==> config.mk <==
export PLATFORM = sky130hd
export DESIGN_NAME = uart_regbank
export DESIGN_NICKNAME = d
export VERILOG_FILES = /design/src/rtl/uart_regbank_pkg.sv /design/src/rtl/uart_regbank_decode.sv /design/src/rtl/uart_regbank_regs.sv /design/src/rtl/uart_regbank_rdmux.sv /design/src/rtl/uart_regbank.sv
export SDC_FILE = /design/constraint.sdc
export NUM_CORES = 1
export LEC_CHECK = 0
export ABC_CLOCK_PERIOD_IN_PS = 1700
export BUFFER_PORTS_ARGS = -buffer_cell sky130_fd_sc_hd__buf_4
export CORE_MARGIN = 5
export CORE_UTILIZATION = 48
export CTS_CLUSTER_DIAMETER = 40
export DETAILED_ROUTE_END_ITERATION = 10
export PLACE_DENSITY = 0.8
export SLEW_MARGIN = 20
export SYNTH_ARGS = -nofsm -noshare
export SYNTH_HDL_FRONTEND = slang
export SYNTH_SLANG_ARGS = --single-unit
==> constraint.sdc <==
create_clock -name clk -period 1.7 [get_ports clk]
set_clock_uncertainty 0.05 [all_clocks]
set_input_delay 0.17 -clock clk [delete_from_list [all_inputs] [get_ports clk]]
set_output_delay 0.17 -clock clk [all_outputs]
set_load 0.05 [all_outputs]
==> src/rtl/uart_regbank_pkg.sv <==
package uart_regbank_pkg;
  localparam int ADDR_W = 3;

  typedef enum logic [ADDR_W-1:0] {
    OFS_DATA  = 3'd0,
    OFS_IEN   = 3'd1,
    OFS_IDFC  = 3'd2,
    OFS_LINE  = 3'd3,
    OFS_MODEM = 3'd4,
    OFS_LSTAT = 3'd5,
    OFS_MSTAT = 3'd6,
    OFS_SPARE = 3'd7
  } ofs_e;

  typedef struct packed {
    logic       latch;
    logic       brk;
    logic       stick;
    logic       even;
    logic       par_en;
    logic       two_stop;
    logic [1:0] wlen;
  } line_cfg_t;

  typedef struct packed {
    logic [1:0] trig;
    logic       rdy_mode;
    logic       enable;
  } fifo_cfg_t;

  typedef struct packed {
    logic we_data;
    logic re_data;
    logic we_ien;
    logic we_fifo;
    logic we_line;
    logic we_modem;
  } sel_t;
endpackage

==> src/rtl/uart_regbank_decode.sv <==
module uart_regbank_decode
  import uart_regbank_pkg::*;
#(
  parameter int DIV_BYTES = 2
) (
  input  logic [ADDR_W-1:0]  addr,
  input  logic               rd,
  input  logic               wr,
  input  logic               latch,
  output sel_t               sel,
  output logic [DIV_BYTES-1:0] we_div
);
  always_comb begin
    sel          = '0;
    sel.we_data  = wr && !latch && (addr == OFS_DATA);
    sel.re_data  = rd && !latch && (addr == OFS_DATA);
    sel.we_ien   = wr && !latch && (addr == OFS_IEN);
    sel.we_fifo  = wr && (addr == OFS_IDFC);
    sel.we_line  = wr && (addr == OFS_LINE);
    sel.we_modem = wr && (addr == OFS_MODEM);
  end

  for (genvar b = 0; b < DIV_BYTES; b++) begin : g_div_sel
    assign we_div[b] = wr && latch && (addr == ADDR_W'(b));
  end
endmodule

==> src/rtl/uart_regbank_regs.sv <==
module uart_regbank_regs
  import uart_regbank_pkg::*;
#(
  parameter int DW        = 8,
  parameter int IEN_W     = 4,
  parameter int MDM_W     = 5,
  parameter int DIV_BYTES = 2,
  localparam int DIV_W    = DW * DIV_BYTES
) (
  input  logic                 clk,
  input  logic                 rst_n,
  input  sel_t                 sel,
  input  logic [DIV_BYTES-1:0] we_div,
  input  logic [DW-1:0]        wdata,
  output line_cfg_t            line_q,
  output fifo_cfg_t            fifo_q,
  output logic [IEN_W-1:0]     ien_q,
  output logic [MDM_W-1:0]     mdm_q,
  output logic [DIV_W-1:0]     div_q,
  output logic [DW-1:0]        thr_q,
  output logic                 push_q,
  output logic                 pop_q,
  output logic                 rxclr_q,
  output logic                 txclr_q
);
  always_ff @(posedge clk or negedge rst_n) begin
    if (!rst_n) begin
      line_q <= '0;
      fifo_q <= '0;
      ien_q  <= '0;
      mdm_q  <= '0;
      thr_q  <= '0;
    end else begin
      if (sel.we_line)  line_q <= line_cfg_t'(wdata[7:0]);
      if (sel.we_ien)   ien_q  <= wdata[IEN_W-1:0];
      if (sel.we_modem) mdm_q  <= wdata[MDM_W-1:0];
      if (sel.we_data)  thr_q  <= wdata;
      if (sel.we_fifo) begin
        fifo_q.enable   <= wdata[0];
        fifo_q.rdy_mode <= wdata[3];
        fifo_q.trig     <= wdata[7:6];
      end
    end
  end

  // Strobes: high for the single cycle after the access.
  always_ff @(posedge clk or negedge rst_n) begin
    if (!rst_n) begin
      push_q  <= 1'b0;
      pop_q   <= 1'b0;
      rxclr_q <= 1'b0;
      txclr_q <= 1'b0;
    end else begin
      push_q  <= sel.we_data;
      pop_q   <= sel.re_data;
      rxclr_q <= sel.we_fifo && wdata[1];
      txclr_q <= sel.we_fifo && wdata[2];
    end
  end

  for (genvar b = 0; b < DIV_BYTES; b++) begin : g_div_byte
    logic [DW-1:0] byte_q;
    always_ff @(posedge clk or negedge rst_n) begin
      if (!rst_n)        byte_q <= '0;
      else if (we_div[b]) byte_q <= wdata;
    end
    assign div_q[b*DW +: DW] = byte_q;
  end
endmodule

==> src/rtl/uart_regbank_rdmux.sv <==
module uart_regbank_rdmux
  import uart_regbank_pkg::*;
#(
  parameter int DW        = 8,
  parameter int IEN_W     = 4,
  parameter int MDM_W     = 5,
  parameter int DIV_BYTES = 2,
  localparam int DIV_W    = DW * DIV_BYTES
) (
  input  logic [ADDR_W-1:0] addr,
  input  line_cfg_t         line_q,
  input  logic [IEN_W-1:0]  ien_q,
  input  logic [MDM_W-1:0]  mdm_q,
  input  logic [DIV_W-1:0]  div_q,
  input  logic [DW-1:0]     rx_head,
  input  logic [DW-1:0]     irq_id,
  input  logic [DW-1:0]     line_stat,
  input  logic [DW-1:0]     modem_stat,
  output logic [DW-1:0]     rdata
);
  always_comb begin
    rdata = '0;
    unique case (addr)
      OFS_DATA:  rdata = line_q.latch ? div_q[0 +: DW] : rx_head;
      OFS_IEN:   rdata = line_q.latch ? div_q[DW +: DW] : DW'(ien_q);
      OFS_IDFC:  rdata = irq_id;
      OFS_LINE:  rdata = DW'(line_q);
      OFS_MODEM: rdata = DW'(mdm_q);
      OFS_LSTAT: rdata = line_stat;
      OFS_MSTAT: rdata = modem_stat;
      default:   rdata = '0;
    endcase
  end
endmodule

==> src/rtl/uart_regbank.sv <==
module uart_regbank
  import uart_regbank_pkg::*;
#(
  parameter int DW        = 8,
  parameter int IEN_W     = 4,
  parameter int MDM_W     = 5,
  parameter int DIV_BYTES = 2,
  localparam int DIV_W    = DW * DIV_BYTES
) (
  input  logic              clk,
  input  logic              rst_n,
  input  logic [ADDR_W-1:0] reg_addr,
  input  logic              reg_rd,
  input  logic              reg_wr,
  input  logic [DW-1:0]     reg_wdata,
  output logic [DW-1:0]     reg_rdata,
  input  logic [DW-1:0]     rx_head,
  input  logic [DW-1:0]     irq_id,
  input  logic [DW-1:0]     line_stat,
  input  logic [DW-1:0]     modem_stat,
  output logic [DW-1:0]     tx_byte,
  output logic              tx_push,
  output logic              rx_pop,
  output logic [IEN_W-1:0]  int_en,
  output logic [1:0]        word_len,
  output logic              two_stop,
  output logic              parity_en,
  output logic              parity_even,
  output logic              parity_stick,
  output logic              break_ctl,
  output logic [DIV_W-1:0]  baud_div,
  output logic              dtr,
  output logic              rts,
  output logic              out1,
  output logic              out2,
  output logic              loopback,
  output logic              fifo_en,
  output logic              rx_fifo_clr,
  output logic              tx_fifo_clr,
  output logic              ready_mode,
  output logic [1:0]        rx_trigger
);
  sel_t                 sel;
  logic [DIV_BYTES-1:0] we_div;
  line_cfg_t            line_q;
  fifo_cfg_t            fifo_q;
  logic [IEN_W-1:0]     ien_q;
  logic [MDM_W-1:0]     mdm_q;
  logic                 latch;

  assign latch = line_q.latch;

  uart_regbank_decode #(.DIV_BYTES(DIV_BYTES)) u_dec (
    .addr   (reg_addr),
    .rd     (reg_rd),
    .wr     (reg_wr),
    .latch  (latch),
    .sel    (sel),
    .we_div (we_div)
  );

  uart_regbank_regs #(
    .DW(DW), .IEN_W(IEN_W), .MDM_W(MDM_W), .DIV_BYTES(DIV_BYTES)
  ) u_regs (
    .clk     (clk),
    .rst_n   (rst_n),
    .sel     (sel),
    .we_div  (we_div),
    .wdata   (reg_wdata),
    .line_q  (line_q),
    .fifo_q  (fifo_q),
    .ien_q   (ien_q),
    .mdm_q   (mdm_q),
    .div_q   (baud_div),
    .thr_q   (tx_byte),
    .push_q  (tx_push),
    .pop_q   (rx_pop),
    .rxclr_q (rx_fifo_clr),
    .txclr_q (tx_fifo_clr)
  );

  uart_regbank_rdmux #(
    .DW(DW), .IEN_W(IEN_W), .MDM_W(MDM_W), .DIV_BYTES(DIV_BYTES)
  ) u_rd (
    .addr       (reg_addr),
    .line_q     (line_q),
    .ien_q      (ien_q),
    .mdm_q      (mdm_q),
    .div_q      (baud_div),
    .rx_head    (rx_head),
    .irq_id     (irq_id),
    .line_stat  (line_stat),
    .modem_stat (modem_stat),
    .rdata      (reg_rdata)
  );

  assign int_en       = ien_q;
  assign word_len     = line_q.wlen;
  assign two_stop     = line_q.two_stop;
  assign parity_en    = line_q.par_en;
  assign parity_even  = line_q.even;
  assign parity_stick = line_q.stick;
  assign break_ctl    = line_q.brk;
  assign dtr          = mdm_q[0];
  assign rts          = mdm_q[1];
  assign out1         = mdm_q[2];
  assign out2         = mdm_q[3];
  assign loopback     = mdm_q[4];
  assign fifo_en      = fifo_q.enable;
  assign ready_mode   = fifo_q.rdy_mode;
  assign rx_trigger   = fifo_q.trig;
endmodule

==> summary.txt, run 1 <==
Clocking
  • Clk_lat worst skew: 0.29 ns
  • Clock Path Buffers: 2
  • CTS Buf Count: 5
  • Root Driver: clkbuf_8
  • Clock transition at path regs: 0.09 ns
  • H-tree Lvls: 2
  • TritonCTS clock tree: done
  • Clk sinks: 49

GRT
  • Vias in the first global route: 2223
  • First-pass GRT wire length: 11900 um
  • All-layer global routing usage: 21.41%
  • Initial antenna violation count: 0
  • Largest net degree at the start of global routing: 50
  • Total grt overflow: 0

Setup path
  • FF-to-FF setup slack: 0.07 ns
  • Reg2reg path depth: 4
  • Worst path slowest cell: dfrtp_2
  • Max FO, Critical Path: 6
  • WP data arrival: 1.77 ns
  • Worst r2r src: u_regs.line_q[7]
  • WP data required: 1.48 ns
  • Max incr delay on CP: 0.41 ns
  • CP Launch Type: flop
  • Cells along the critical path: buf_6, mux2_4, a32o_1, a211o_2, buf_8
  • Critical Path Sink Type: output port
  • Crit path kind: reg2out
  • Worst r2r dst: u_regs.ien_q[1]

Place
  • Area after DPL: 3491 sq um
  • Placement Setup Slack: -0.1463 ns
  • GP Congestion: 0.8364
  • Post-DP HPWL: 5469 um
  • Port Buf Inserts: 102
  • Placed insts: 367

Floorplanning
  • Die height: 82.89 um
  • Cell row count: 26
  • Initial cell density of the core: 49.61%
  • CORE AREA: 5140 sq um
  • Die width: 82.89 um
  • I/O pins: 103
  • Die area: 6870 sq um

Synthesis
  • Mapped cell area: 2550 sq um
  • Main flop type after synthesis: dfrtp_1
  • FF+latch count, synth: 49
  • Synth Instances: 186
  • Number of flops mapped to enable cells by yosys: 0
  • Syn nets: 233
  • Synth async-reset ratio: 100.0%
  • Synth warnings: 0
  • Netlist cell types: 47
  • Syn_area_per_cell: 13.71 sq um
  • Register area share after synthesis: 48.09%

Routing
  • WL per Instance: 19.28 um
  • WL final: 7286 um
  • Vias: 2057
  • Drt pass-1 iters: 4
  • Antenna Nets Post-Route: 0
  • DRC Markers: 0
  • Via-per-instance ratio: 5.442
  • 1st-iter DRT viols: 105

Run status
  • Status: finished with violations
  • Failing checks: setup timing

Worst hold path
  • Hold depth: 2
  • HP Class: in2reg
  • Hold path endpoint: u_regs.g_div_byte[0].byte_q[5]
  • HP Start: reg_wdata[5]

Timing
  • RSZ-0062 raised after global routing: true
  • Tcrit/Tclk final: 117.3%
  • Setup ws final: -0.2933 ns
  • Slew Viols, Final: 0
  • Final setup fails: 8
  • Top achievable clock speed: 501.7 MHz
  • Fin. Hold Viols: 0
  • Worst-margin pin slew: 0.6222 ns
  • Final min period: 1.993 ns
  • Rel. slew slack: 58.52%

Power
  • Leak pwr: 1.794 nW
  • Peak VDD IR: 1.150 mV
  • Tot Pwr: 0.004972 W
  • Pwr per Cell Area: 1364 nW/um^2

Finish
  • Finished Layout Cells: 378
  • Final Cell Area: 3645 sq um
  • Diodes inserted: 0
  • Layout cells sized above 1: 65.91%
  • Synth-to-Final Area Change: 42.93%
  • Final net count: 354

Flow run
  • Max Cap Viol: 0
==> synth_stat cells (2+ instances only) <==
library cell / instances / area, sq um
a211o_1: 3 / 26.28
a221oi_1: 4 / 35.03
a22o_1: 3 / 26.28
a32o_1: 2 / 20.02
and2_1: 2 / 12.51
and3_1: 4 / 25.02
buf_2: 2 / 10.01
buf_4: 5 / 37.54
buf_6: 5 / 56.30
dfrtp_1: 49 / 1226
inv_1: 2 / 7.510
mux2_2: 43 / 484.2
mux2_4: 8 / 120.1
mux2i_1: 12 / 120.1
nand2_1: 2 / 7.510
nand3_2: 2 / 20.02
nor2b_1: 3 / 18.77
nor2b_4: 2 / 27.53
nor4bb_1: 2 / 20.02
o22ai_1: 4 / 25.02
==> cells by family after synthesis <==
family	share of synthesized area [%]
AOI/OAI and AO/OA	8.636
buffers and inverters	4.563
DFF	48.09
muxes	28.85
and+or+nand+nor	9.863
==> area by class of cell <==
cell class / count / area [sq um]
Fill cell: 402 / 1495
Sequential cell: 49 / 1230
Multi-Input combinational cell: 122 / 1227
Timing Repair Buffer: 127 / 1002
Clock buffer: 8 / 90.09
Tap cell: 70 / 87.58
Inverter: 2 / 7.507
==> flip-flops by register name, indices dropped and copies added, names as in the netlist, 4 cells and up <==
name                      flops
u_regs.g_div_byte.byte_q     16
u_regs.line_q                 8
u_regs.thr_q                  8
u_regs.mdm_q                  5
u_regs.fifo_q                 4
u_regs.ien_q                  4
==> metal layers <==
metal	vias up	wire, um	global-route usage (%)
li1	943	-	-
met1	1049	3194	28.21
met2	61	3531	34.99
met3	4	522	7.129
met4	0	38	3.418
met5	-	0	0
==> critical path: cells and delay by family, from the launching register on <==
kind / cells / cell delay, ns
AOI/OAI and AO/OA: 2 / 0.49
DFF: 1 / 0.41
buffers and inverters: 2 / 0.29
muxes: 1 / 0.29
==> where the power goes <==
group / internal (W) / switching (W) / leakage, nW
Combinational: 0.000976 / 0.00160 / 1.15
Sequential: 0.00146 / 0.000239 / 0.600
Clock: 0.000332 / 0.000365 / 0.0455
==> cell usage in the layout, fill, tap and decap left out, drive strengths merged, types with 2 or more instances in the layout <==
cell and count:
mux2 52, a22o 3, nor2b 6, dfrtp 49, nand3 3, o211ai 2, and2 2, mux2i 12
a221oi 4, a211o 3, nor4bb 2, buf 126, nor2 2, clkbuf 8, a32o 2, and3 5
inv 2, o22ai 4, nand2 2
==> through the flow <==
stage / hold WS (ns) / utilization, % / TNS [ns]
after floorplan: -0.1756 / - / -0.1218
after global placement: 0.1735 / 67.92 / -0.4338
after detailed placement: 0.1764 / 67.92 / -0.5838
after CTS: 0.07086 / 70.86 / -1.644
after global routing: 0.06738 / 70.91 / -2.094
final: 0.07131 / 70.91 / -1.533
==> worst max-delay path by stage <==
stage	startpoint	end	slack [ns]	depth (start not counted)
detailed placement	u_regs.line_q[7]	reg_rdata[3]	-0.15	4
floorplan	reg_addr[1]	reg_rdata[7]	-0.12	4
CTS	u_regs.line_q[7]	reg_rdata[2]	-0.30	5
global placement	u_regs.line_q[7]	reg_rdata[3]	-0.12	4
global route	u_regs.line_q[7]	reg_rdata[2]	-0.35	5
finish	u_regs.line_q[7]	reg_rdata[2]	-0.29	5
==> what timing repair did <==
action                                  in CTS  in global routing
hold buffers                                 1                  0
pin swaps                                    4                  2
gates resized for setup                     12                  2
endpoints found under the hold margin       49                  0
buffers inserted                             2                  0
endpoints found under the setup margin       8                  8
(Power assumes the default switching activity.)
==> run 2, diff against run 1 <==
- RECOVER_POWER: not set -> 100
==> run 2 against run 1 <==
  * Sequential power hardly changed
  * Cell count unchanged
  * The flow still finishes with violations (setup timing)
  * Critical endpoint unchanged
  * Via count down 0.53%
  * Global-route usage is the same
  * First-iteration DRC count rose by 7.6%
  * Highest routed layer unchanged
  * Core utilization down 4.5 points
  * Largest cell class unchanged
  * Worst hold slack lost 0.015 ns
==> summary.txt, run 2 (synthesis results as in run 1) <==
Run status
  • Status: finished with violations
  • Failing checks: setup timing

Clocking
  • Clock transition at path regs: 0.09 ns (about the same)
  • TritonCTS clock tree: done
  • CTS Buf Count: 5 (unchanged)
  • H-tree Lvls: 2 (unchanged)
  • Clock Path Buffers: 2 (unchanged)
  • Root Driver: clkbuf_8
  • Clk_lat worst skew: 0.30 ns (about the same)
  • Clk sinks: 49 (unchanged)

Worst hold path
  • HP Start: reg_wdata[5]
  • HP Class: in2reg

Setup path
  • WP data required: 1.48 ns (about the same)
  • Critical Path Sink Type: output port
  • CP Capture Point: reg_rdata[2]
  • WP data arrival: 1.78 ns (about the same)
  • Max FO, Critical Path: 6 (unchanged)
  • Worst r2r dst: u_regs.thr_q[3]
  • Worst Setup SP: u_regs.line_q[7]
  • CP Launch Type: flop
  • Reg2reg path depth: 5 (+1)
  • FF-to-FF setup slack: -0.12 ns (-0.19 ns)
  • Worst r2r src: u_regs.line_q[7]
  • Crit path kind: reg2out

Routing
  • Vias: 2046 (-0.53%)
  • Antenna Nets Post-Route: 0 (unchanged)
  • WL per Instance: 19.17 um (-0.56%)
  • Via-per-instance ratio: 5.413 (-0.53%)
  • Drt pass-1 iters: 4 (unchanged)
  • WL final: 7245 um (-0.56%)
  • DRC Markers: 0 (unchanged)
  • 1st-iter DRT viols: 113 (+7.6%)

Timing
  • Final min period: 2.002 ns (+0.008665 ns)
  • Rel. slew slack: 19.87% (-39 points)
  • RSZ-0062 raised after global routing: true
  • Slew Viols, Final: 0 (unchanged)
  • Setup ws final: -0.3020 ns (-0.008665 ns)
  • Worst-margin pin slew: 1.202 ns (+0.5797 ns)
  • Top achievable clock speed: 499.5 MHz (-0.43%)
  • Tcrit/Tclk final: 117.8% (+0.51 points)
  • Fin. Hold Viols: 0 (unchanged)
  • Final setup fails: 14 (+6)

Finish
  • Regs by FF count: u_regs.g_div_byte.byte_q: 16 flops, u_regs.line_q: 8 flops, u_regs.thr_q: 8 flops
  • Commonest non-fill, non-tap cell in the layout: buf_4
  • Final core occ: 66.46% (-4.5 points)
  • Layout cells sized above 1: 47.40% (-19 points)
  • Largest register by flop count: u_regs.g_div_byte.byte_q
  • Fillcell total: 470 (+17%)
  • Commonest non-fill, non-tap cells in the layout: buf_4, clkbuf_1, dfrtp_1
  • Diodes inserted: 0 (unchanged)
  • Final net count: 354 (unchanged)
  • Synth-to-Final Area Change: 33.95%
  • Max FFs per register: 16 (unchanged)

Floorplanning
  • Die height: 82.89 um (unchanged)
  • Initial cell density of the core: 49.61% (unchanged)
  • Die width: 82.89 um (unchanged)
  • I/O pins: 103 (unchanged)
  • CORE AREA: 5140 sq um (unchanged)
  • Cell row count: 26 (unchanged)
  • Die area: 6870 sq um (unchanged)

Place
  • Placement Setup Slack: -0.1463 ns (unchanged)
  • Port Buf Inserts: 102 (unchanged)
  • GP Congestion: 0.8364 (unchanged)
  • Post-DP HPWL: 5469 um (unchanged)

GRT
  • Vias in the first global route: 2223 (unchanged)
  • First-pass GRT wire length: 11900 um (unchanged)
  • Initial antenna violation count: 0 (unchanged)
  • Largest net degree at the start of global routing: 50 (unchanged)
  • Total grt overflow: 0 (unchanged)
  • All-layer global routing usage: 21.41% (unchanged)

Power
  • Tot Pwr: 0.004675 W (-6.0%)
  • Pwr per Cell Area: 1369 nW/um^2 (+0.32%)
  • Peak VDD IR: 1.054 mV (-8.4%)
  • Leak pwr: 1.581 nW (-12%)

Flow run
  • Max Cap Viol: 0 (unchanged)
==> run 2: cell types whose count changed in the layout (fill, tap and decap cells not counted), sizes merged <==
| cell | previous run | this run |
|---|---|---|
| buf | 126 | 71 |
| clkbuf | 8 | 62 |
| dlymetal6s2s | 0 | 1 |
==> run 2: worst max-delay path, stage by stage, from the launching register on <==
cell and delay, ns:
dfrtp_2 0.41, buf_6 0.14, mux2_4 0.29, a32o_1 0.21
a211o_2 0.28, buf_8 0.15
==> run 2: metal layers <==
layer | global-route usage [%] | up-vias | part of all wire, %
li1 | - | 942 | -
met1 | 28.21 | 1029 | 42
met2 | 34.99 | 71 | 49
met3 | 7.129 | 4 | 8.6
met4 | 3.418 | 0 | 0.55
met5 | 0 | - | 0
==> run 2: worst min path at each step <==
stage / end / slack, ns / depth (start not counted)
global route: u_regs.g_div_byte[0].byte_q[5] / 0.07 / 2
floorplan: u_regs.fifo_q[0] / -0.18 / 0
CTS: u_regs.g_div_byte[0].byte_q[5] / 0.07 / 2
global placement: u_regs.thr_q[1] / 0.17 / 1
finish: u_regs.g_div_byte[0].byte_q[5] / 0.06 / 2
detailed placement: u_regs.thr_q[1] / 0.18 / 1
==> run 2: final cells by class <==
type                    instances  area [sq um]  share of cell area, %
well taps                      70         87.58                  2.564
inverters                       2         7.507                 0.2198
flip-flops and latches         49          1230                  36.01
repair buffers                127         793.3                  23.22
clock buffers                   8         90.09                  2.637
multi-input cells             122          1207                  35.35
==> run 2: power by group <==
part	switching, W	leakage (nW)	internal (W)
clock	0.000368	0.0455	0.000332
sequential	0.000226	0.600	0.00146
combinational	0.00159	0.936	0.000691
==> run 2: timing repair <==
action,in CTS,in global routing
resized for setup,12,2
setup endpoints to repair,8,8
pin swaps,4,2
setup buffers,2,0
hold buffers,1,0
endpoints found under the hold margin,49,0
==> run 2: through the flow <==
stage          setup TNS, ns  std cells  hold slack, ns  instance area, sq um
4_1_cts               -1.644        378         0.07086                  3642
5_1_grt               -3.732        378         0.07160                  3416
3_5_place_dp         -0.5838        367          0.1764                  3491
3_3_place_gp         -0.4338        367          0.1735                  3491
6_report              -2.310        378         0.05675                  3416
2_1_floorplan        -0.1218        186         -0.1756                  2594
==> run 3, diff against run 2 <==
- SETUP_SLACK_MARGIN: not set -> 0.05
==> run 3 against run 2 <==
  * The run still ends with setup timing left
  * Die area stayed put
  * Worst hold slack improved by 0.022 ns
  * Largest power group unchanged
  * Critical endpoint is now reg_rdata[3]
  * Cell count grew 0.53%
  * Highest routed layer unchanged
==> summary.txt, run 3 (synthesis results as in run 1) <==
Timing
  • Top achievable clock speed: 480.6 MHz (-3.8%)
  • Worst-margin pin slew: 1.200 ns (-0.002457 ns)
  • Final min period: 2.081 ns (+0.07859 ns)
  • RSZ-0062 raised after global routing: true
  • Final setup fails: 8 (-6)
  • Setup ws final: -0.3806 ns (-0.07859 ns)
  • Fin. Hold Viols: 0 (unchanged)
  • Slew Viols, Final: 0 (unchanged)
  • Tcrit/Tclk final: 122.4% (+4.6 points)
  • Rel. slew slack: 20.03% (+0.16 points)

Routing
  • 1st-iter DRT viols: 165 (+46%)
  • Met2 wire len: 3797 um (+7.2%)
  • DRC Markers: 0 (unchanged)
  • Met3 wire len: 605 um (-2.4%)
  • Highest routed layer: met4
  • Antenna Nets Post-Route: 0 (unchanged)
  • Via-per-instance ratio: 5.529 (+2.1%)
  • Vias: 2101 (+2.7%)
  • WL final: 7622 um (+5.2%)
  • WL per Instance: 20.06 um (+4.6%)
  • Drt pass-1 iters: 4 (unchanged)
  • WL met1: 3122 um (+2.7%)

Finish
  • Regs by FF count: u_regs.g_div_byte.byte_q: 16 flops, u_regs.line_q: 8 flops, u_regs.thr_q: 8 flops
  • Commonest non-fill, non-tap cells in the layout: buf_4, mux2_2, dfrtp_1
  • Final net count: 356 (+0.56%)
  • Final Cell Area: 3716 sq um (+8.8%)
  • Max FFs per register: 16 (unchanged)
  • Layout cells sized above 1: 67.10% (+20 points)
  • Final core occ: 72.30% (+5.8 points)
  • Commonest non-fill, non-tap cell in the layout: buf_4
  • Diodes inserted: 0 (unchanged)
  • Largest register by flop count: u_regs.g_div_byte.byte_q
  • Synth-to-Final Area Change: 45.73%

Power
  • Peak VDD IR: 1.097 mV (+4.1%)
  • Pwr per Cell Area: 1404 nW/um^2 (+2.6%)
  • Leak pwr: 1.797 nW (+14%)

Floorplanning
  • Cell row count: 26 (unchanged)
  • I/O pins: 103 (unchanged)
  • Die height: 82.89 um (unchanged)
  • CORE AREA: 5140 sq um (unchanged)
  • Die area: 6870 sq um (unchanged)
  • Initial cell density of the core: 49.61% (unchanged)
  • Die width: 82.89 um (unchanged)

GRT
  • Vias in the first global route: 2315 (+4.1%)
  • All-layer global routing usage: 22.59% (+1.2 points)
  • Initial antenna violation count: 0 (unchanged)
  • Largest net degree at the start of global routing: 50 (unchanged)
  • Total grt overflow: 0 (unchanged)
  • First-pass GRT wire length: 12560 um (+5.6%)

Worst hold path
  • HP Start: reg_wdata[5]
  • Hold path endpoint: u_regs.g_div_byte[0].byte_q[5]
  • Hold depth: 2 (unchanged)
  • HP Class: in2reg

Setup path
  • CP Launch Type: flop
  • FF-to-FF setup slack: 0.14 ns (+0.26 ns)
  • Max FO, Critical Path: 6 (unchanged)
  • Crit path kind: reg2out
  • Crit path max-delay family: compound AO/OA/AOI/OAI gates
  • Number of buffers and inverters on the critical path: 2 (unchanged)
  • Worst path slowest cell: dfrtp_2
  • Cells along the critical path: buf_4, mux2_2, a32o_1, a211o_2, buf_6
  • Reg2reg path depth: 4 (-1)
  • WP data required: 1.48 ns (about the same)
  • Critical Path Sink Type: output port
  • Max incr delay on CP: 0.47 ns (+0.06 ns)
  • Worst r2r src: u_regs.line_q[7]
  • Worst r2r dst: u_regs.thr_q[6]
  • WP data arrival: 1.86 ns (+0.08 ns)
  • Worst Setup SP: u_regs.line_q[7]

Clocking
  • CTS Buf Count: 5 (unchanged)
  • Clk_lat worst skew: 0.29 ns (about the same)
  • H-tree Lvls: 2 (unchanged)
  • TritonCTS clock tree: done
  • Root Driver: clkbuf_8
  • Clock Path Buffers: 2 (unchanged)
  • Clock transition at path regs: 0.09 ns (about the same)
  • Clk sinks: 49 (unchanged)

Run status
  • Failing checks: setup timing
  • Status: finished with violations

Place
  • Post-DP HPWL: 5576 um (+1.9%)
  • Area after DPL: 3475 sq um (-0.47%)
  • Port Buf Inserts: 102 (unchanged)
  • GP Congestion: 0.8399 (+0.42%)

Flow run
  • Max Cap Viol: 0 (unchanged)
run 3: changes by cell type in the layout (fill, tap and decap cells not counted), sizes merged:
| cell | change |
|---|---|
| buf | +50 |
| bufinv | +1 |
| clkbuf | -49 |
| clkinvlp | +1 |
| dlymetal6s2s | -1 |
run 3: area by class of cell:
type                            count  area (sq um)
Fill cell                         397          1424
Multi-Input combinational cell    122          1265
Sequential cell                    49          1234
Timing Repair Buffer              129          1002
Tap cell                           70         87.58
Clock buffer                        6         82.58
Clock inverter                      2         37.54
Inverter                            2         7.507
run 3: per-layer routing:
metal | track usage, % | up-vias
met2 | 36.95 | 87
met3 | 7.228 | 13
met1 | 28.60 | 1055
met4 | 6.686 | 0
met5 | 0 | -
li1 | - | 946
run 3: where the power goes:
group / switching, W / internal, W
sequential: 0.000258 / 0.00147
clock: 0.000392 / 0.000479
combinational: 0.00161 / 0.00101
total: 0.00226 / 0.00296
run 3: how the worst max path moves through the flow:
stage	endpoint	cells after the start
6_report	reg_rdata[3]	5
2_1_floorplan	reg_rdata[7]	4
5_1_grt	reg_rdata[3]	5
4_1_cts	reg_rdata[0]	5
3_3_place_gp	reg_rdata[0]	5
3_5_place_dp	reg_rdata[0]	5
run 3: worst reg2reg max path, stage by stage, from the launching register on:
cell      delay (ns)
dfrtp_2         0.48
buf_4           0.18
nand3b_2        0.25
buf_4           0.21
mux2_2          0.28
run 3: timing repair:
item,4_1_cts,5_1_grt
hold buffers,1,0
gates cloned,0,0
endpoints found under the setup margin,8,8
hold endpoints to repair,49,0
setup buffers,3,5
pin swaps,5,4
gates resized for setup,19,8
run 3: stage by stage:
step	power, W	hold slack (ns)	cells	TNS (ns)	setup WS (ns)
CTS	0.005192	0.07094	377	-1.845	-0.3534
global placement	0.004184	0.1692	366	-0.1498	-0.05798
finish	0.005217	0.07888	380	-2.250	-0.3806
floorplan	0.003403	-0.1756	186	-0.1218	-0.1218
global route	0.005447	0.06428	380	-3.413	-0.4325
detailed placement	0.004225	0.1782	366	-0.3048	-0.1482
